<file path="config.mk">
export PLATFORM = sky130hd
export DESIGN_NAME = ocref_gen
export DESIGN_NICKNAME = d
export VERILOG_FILES = /design/src/rtl/ocref_gen.sv
export SDC_FILE = /design/constraint.sdc
export NUM_CORES = 1
export LEC_CHECK = 0
export ABC_AREA = 0
export CORE_UTILIZATION = 32
export CTS_CLUSTER_SIZE = 16
export DETAILED_ROUTE_END_ITERATION = 10
export PLACE_DENSITY = 0.76
export SYNTH_ARGS = -nofsm -noshare
export SYNTH_HDL_FRONTEND = slang
export SYNTH_SLANG_ARGS = --single-unit
export TNS_END_PERCENT = 20
</file>
<file path="constraint.sdc">
create_clock -name clk -period 1.45 [get_ports clk]
set_input_delay 0.145 -clock clk [delete_from_list [all_inputs] [get_ports clk]]
set_output_delay 0.145 -clock clk [all_outputs]
set_load 0.02 [all_outputs]
</file>
<file path="src/rtl/ocref_gen.sv">
module ocref_gen #(
  parameter int CNT_W = 16
) (
  input  logic             clk,
  input  logic             rst_n,
  input  logic [CNT_W-1:0] cnt_val,
  input  logic             cnt_down,
  input  logic             upd_evt,
  input  logic [CNT_W-1:0] cmp_val,
  input  logic [2:0]       mode,
  input  logic             clr_en,
  input  logic             ext_clr,
  output logic             ref_out,
  output logic             match_pulse
);

  localparam logic [2:0] M_FREEZE = 3'd0;
  localparam logic [2:0] M_SET    = 3'd1;
  localparam logic [2:0] M_CLR    = 3'd2;
  localparam logic [2:0] M_TOG    = 3'd3;
  localparam logic [2:0] M_LOW    = 3'd4;
  localparam logic [2:0] M_HIGH   = 3'd5;
  localparam logic [2:0] M_PWM0   = 3'd6;
  localparam logic [2:0] M_PWM1   = 3'd7;

  logic base_q, base_d, hold_q, match_q;
  logic eq, lt, gt, pwm0_lvl, clr_req;

  assign eq      = (cnt_val == cmp_val);
  assign lt      = (cnt_val <  cmp_val);
  assign gt      = (cnt_val >  cmp_val);
  assign clr_req = clr_en & ext_clr;

  assign pwm0_lvl = (cmp_val == '0) ? 1'b0 : (cnt_down ? ~gt : lt);

  always_comb begin
    base_d = base_q;
    case (mode)
      M_FREEZE: base_d = base_q;
      M_SET:    if (eq) base_d = 1'b1;
      M_CLR:    if (eq) base_d = 1'b0;
      M_TOG:    if (eq) base_d = ~base_q;
      M_LOW:    base_d = 1'b0;
      M_HIGH:   base_d = 1'b1;
      M_PWM0:   base_d = pwm0_lvl;
      M_PWM1:   base_d = ~pwm0_lvl;
      default:  base_d = base_q;
    endcase
  end

  always_ff @(posedge clk) begin
    if (!rst_n) begin
      base_q  <= 1'b0;
      hold_q  <= 1'b0;
      match_q <= 1'b0;
    end else begin
      base_q  <= base_d;
      match_q <= eq;
      if (clr_req)
        hold_q <= 1'b1;
      else if (upd_evt && !ext_clr)
        hold_q <= 1'b0;
    end
  end

  assign ref_out     = base_q & ~hold_q;
  assign match_pulse = match_q;

  p_reset_quiet_r1: assert property (@(posedge clk)
    !rst_n |=> (!ref_out && !match_pulse));

  p_freeze_r2: assert property (@(posedge clk) disable iff (!rst_n)
    (mode == M_FREEZE) |=> $stable(base_q));

  p_set_on_match_r3: assert property (@(posedge clk) disable iff (!rst_n)
    (mode == M_SET && eq && !hold_q && !clr_req) |=> ref_out);

  p_force_low_r5: assert property (@(posedge clk) disable iff (!rst_n)
    (mode == M_LOW) |=> !ref_out);

  p_force_high_r5: assert property (@(posedge clk) disable iff (!rst_n)
    (mode == M_HIGH && !hold_q && !clr_req) |=> ref_out);

  p_ext_clear_r9: assert property (@(posedge clk) disable iff (!rst_n)
    clr_req |=> !ref_out);

  p_clear_hold_r10: assert property (@(posedge clk) disable iff (!rst_n)
    (hold_q && !(upd_evt && !ext_clr)) |=> !ref_out);

  p_match_strobe_r11: assert property (@(posedge clk) disable iff (!rst_n)
    eq |=> match_pulse);

  p_no_false_strobe_r11: assert property (@(posedge clk) disable iff (!rst_n)
    !eq |=> !match_pulse);

endmodule

</file>
---- After elaboration in Yosys (flattened, before gate mapping) ----
Cells that the tools add are included.
W data, S select, Z words.
storage, ports and cells
  register bits ........................... 3
  bits of input ports ..................... 41
  output and inout bits ................... 2
  logic and storage cells ................. 37
operators by class
  order comparisons ....................... 2
  equality and inequality tests ........... 11
  muxes and demuxes ....................... 8
  bitwise operators ....................... 7
  reductions and logical operators ........ 6
operators by type and width
  cell                  number
  $eq A16 B16 Y1        1
  $gt A16 B16 Y1        1
  $logic_not A16 Y1     1
  $lt A16 B16 Y1        1
  $eq A3 B3 Y1 const B  4
  $mux W1               7
  $pmux W1 S7           1
  $eq A3 B2 Y1 const B  2
  $ne A2 B2 Y1 const B  3
  $not A1 Y1            5
  $reduce_and A4 Y1     1
  $eq A3 B1 Y1 const B  1
  $logic_not A3 Y1      1
  $and A1 B1 Y1         2
  $reduce_bool A2 Y1    1
  $logic_and A1 B1 Y1   1
  $logic_not A1 Y1      1

---- Longest topological paths before layout ----
  depth in word-level cells ............... 6
  mapped depth ............................ 7
  depth with buffers taken out ............ 7

---- Worst setup path before layout ----
No wires, ideal clock.
  path kind ............................... input to register
  start point ............................. in cmp_val[7]
  end point ............................... reg base_q
  library setup time ...................... 79 ps
  arrival ................................. 1449 ps
  data required time ...................... 1371 ps
  path slack .............................. -78 ps
  stages .................................. 7
  buffers on the path ..................... 0
  path through ............................ inv_1 -> ha_1 -> nand4_2 -> nor4_4 -> a41o_1 -> o221ai_2 -> a211oi_2
between the ends
  word-level cells in the longest chain between the ends .. 6
  elaborated cells between the ends (all ways) .. 13
  those cells by class .................... order compare: 2; eq/ne: 4; mux: 3; bitwise: 2; reduce/logical: 2
ends and longest elaborated chain
  what                   RTL line  text
  from (decl)            9         input logic [CNT_W-1:0] cmp_val,
  $gt A16 B16 Y1         31        assign gt = (cnt_val > cmp_val);
  $not A1 Y1             34        assign pwm0_lvl = (cmp_val == '0) ? 1'b0 : (cnt_down ? ~gt : lt);
  $mux W1 (2 in series)  34
  $not A1 Y1             46        M_PWM1: base_d = ~pwm0_lvl;
  $pmux W1 S7            38        case (mode)
  to (signal assigned)   57        base_q <= base_d;
  to (decl)              26        logic base_q, base_d, hold_q, match_q;
Several ways; a longest one is shown, not always the timed one.
A chain may end at the register's enable or synchronous reset.

---- Worst setup path in the final report ----
  start point ............................. in cnt_val[1]
  end point ............................... reg base_q
between the ends
  word-level cells in the longest chain between the ends .. 6
  elaborated cells between the ends (all ways) .. 12
  those cells by class .................... order compare: 2; eq/ne: 4; mux: 3; bitwise: 2; reduce/logical: 1
ends and longest elaborated chain
  what                   RTL line  text
  from (decl)            6         input logic [CNT_W-1:0] cnt_val,
  $gt A16 B16 Y1         31
  $not A1 Y1             34
  $mux W1 (2 in series)  34
  $not A1 Y1             46
  $pmux W1 S7            38
Several ways; a longest one is shown, not always the timed one.

==> results.cfg <==
[status]
run_status = finished, final reports clean

[clock_tree]
insertion_delay_ps = 240
cts_tree = yes
htree_levels = 1
clock-sinks = 3
clk_pin_slew_worst_paths_ps = 40
cts_made_buffers = 3
clockRootBuffer = clkbuf_4
clock_path_buffers = 2

[critical_path]
path_class = in2reg
startpoint = cnt_val[1]
rrSetupSlack_ps = 550
cp_max_fo = 2
startpoint_type = input pin
timing.rr.end = base_q$_SDFFE_PN0P_
crit_end = base_q$_SDFFE_PN0P_
required_ps = 1610
r2r_start = base_q$_SDFFE_PN0P_
cpMaxStageDelayCell = clkdlybuf4s50_1
slowest_delay_ps = 510
cp.buffers_inverters = 1
crit_cells = 7
r2r_cells = 4
crit_family = compound AO/OA/AOI/OAI gates
cp-end-kind = flop
path_cells = clkdlybuf4s50_1, ha_4, nand2b_1, a211oi_2, o21a_1, o21a_1, a211oi_2
critical_path_arrival_ps = 1610

[timing]
rsz0062_at_grt = true
hold_viol = 0
layout_worst_path_cycle_share_pct = 99.8
tightest_slew_ps = 338
clock_skew_ps = 0
drv_slew = 0
finalSetupViolations = 0
timing.fmax_ghz = 0.691
slew_headroom_pct = 77.3
whs_ps = 471
period_needed_ps = 1450

[place]
place_congestion = 0.723
hpwl_um = 1740
numPortBuffers = 42
placed_area_um2 = 1210

[global_routing]
first_global_vias = 890
grt.total_usage_pct = 23.7
grt_max_degree = 6
gr-total-overflow = 0
antenna_found_initial = 0
grt_pass1_wl_um = 3590

[floorplanning]
dieWidth_um = 47.0
start_util_pct = 35.9
ios = 43
coreArea_um2 = 1800
rows = 15
die_h_um = 47.0
dieArea_um2 = 2210

[drt]
drc = 0
maxUsedRoutingLayer = met4
ant_nets = 0
wl_per_cell_um = 15.0
vias_per_cell = 5.36
wl_met1_um = 924
routed_wl_um = 2530
vias = 905
drt-pass1-iter-count = 4
wl_met2_um = 1380
met3WireLength_um = 162
drtIter0Drc = 12

[logic_synthesis]
synth_xor_area_share_pct = 0
syn_inst = 83
synth_area_um2 = 647
ys_seq_elements = 3
muxShareOfSynthArea_pct = 0
syn_nets = 140
synth-compound-area-share_pct = 26.3
synth_top_area_cell = ha_1
synth_area_leaders = ha_1 (31%), inv_1 (12%), dfxtp_1 (9.3%)
synth_top_area_share_pct = 30.9
async_flop_share_pct = 0
synth_edf_count = 0
synth_top_family_by_area = adder cells
yosys_warnings = 0
synth_common_cells = inv_1 (21), ha_1 (16), a21oi_1 (6), nand2_1 (4), nor4_1 (4)
synth_most_common_cell = inv_1
avgSynthCellArea_um2 = 7.79
seq_area_frac_synth_pct = 9.28
yosysUniqueCellTypes = 26
synthAdderAreaFrac_pct = 30.9
synth_ff_type = dfxtp_1
yosys.area_share.simple_pct = 21.3

[cells_and_area]
post_route_cells_drive_above_1_share_pct = 56.3
area_growth_pct = 121
antenna_cells = 0
fin_area_um2 = 1430
nets = 202

[power]
peakVddDrop_uv = 363
power_density_nw_per_um2 = 444
p_leak_nw = 0.640

[flow_run]
max-cap-violations = 0

[min_path]
hold_path_class = in2reg
[how the worst min path moves through the flow]
| stage | startpoint | end | slack [ps] | cells after the start |
|---|---|---|---|---|
| after CTS | clr_en | hold_q$_SDFFE_PN0P_ | 480 | 3 |
| after detailed placement | hold_q$_SDFFE_PN0P_ | hold_q$_SDFFE_PN0P_ | 480 | 2 |
| after global placement | hold_q$_SDFFE_PN0P_ | hold_q$_SDFFE_PN0P_ | 470 | 2 |
| after global routing | hold_q$_SDFFE_PN0P_ | hold_q$_SDFFE_PN0P_ | 500 | 2 |
| final | clr_en | hold_q$_SDFFE_PN0P_ | 470 | 3 |
| after floorplan | rst_n | base_q$_SDFFE_PN0P_ | 270 | 2 |
[state kept, by name (all words and copies together), names as in the netlist]
| signal | cells |
|---|---|
| base_q | 1 |
| hold_q | 1 |
| match_pulse | 1 |
[final cells by class]
cell class | count | area, µm²
well taps | 25 | 31.3
inverters | 21 | 83.8
multi-input cells | 59 | 757
clock buffers | 4 | 26.3
flip-flops and latches | 3 | 60.1
repair buffers | 57 | 468
fillers | 120 | 375
[cells by family (layout without fill, tap and decap cells)]
logic type	after synthesis	after routing
flops	3	3
buf+inv	21	82
compound gates	23	23
fa+ha+maj	16	16
simple gates	20	20
[power breakdown]
group	total (mW)	switching (mW)	internal, mW
logic	0.389	0.173	0.216
registers	0.0884	0.00128	0.0871
clock network	0.156	0.0523	0.104
total	0.634	0.227	0.407
[timing repair]
action | 4_1_cts | 5_1_grt
buffers inserted | 3 | 4
pin swaps | 19 | 15
endpoints found under the setup margin | 2 | 2
resized for setup | 92 | 33
hold buffers | 0 | 0
endpoints found under the hold margin | 0 | 0
[routing by layer]
layer  vias to the layer above  global-route usage, %
met1                       422                   22.6
li1                        429                      -
met2                        42                   46.7
met3                        12                   5.38
met5                         -                      0
met4                         0                   12.0
[metrics by stage]
step	TNS, ps	std cells	utilization (%)	setup slack, ps	total power [mW]
global route	-55.2	169	79.2	-55.2	0.679
CTS	0	165	77.6	0.150	0.597
detailed placement	-1120	158	67.4	-705	0.392
global placement	-988	158	67.4	-622	0.380
finish	0	169	79.2	3.12	0.634
floorplan	0	83	-	0.955	0.217
[worst reg2reg max path: stages (launching register included)]
cell and delay, ps:
dfxtp_1 300, inv_1 60, a41o_1 190, o221ai_2 190, a211oi_2 50
[cells in the final DEF, fill, tap and decap left out, types with 2 or more instances in the layout]
cell type,Yosys,final
a211oi_2,1,2
a21oi_1,6,6
a31oi_1,2,2
a41oi_1,2,2
buf_2,0,6
buf_4,0,16
buf_6,0,3
clkbuf_2,0,8
clkbuf_4,0,3
clkdlybuf4s15_1,0,5
clkdlybuf4s50_1,0,12
dfxtp_1,3,3
dlygate4sd2_1,0,4
ha_4,0,15
inv_1,21,7
inv_2,0,12
inv_4,0,2
nand2_1,4,3
nand2b_1,2,2
nand4_4,0,2
nor2_1,2,2
nor4_1,4,2
nor4_2,0,2
o21a_1,3,3
o221ai_2,1,3
No activity file was read; power rests on OpenSTA's default activity.
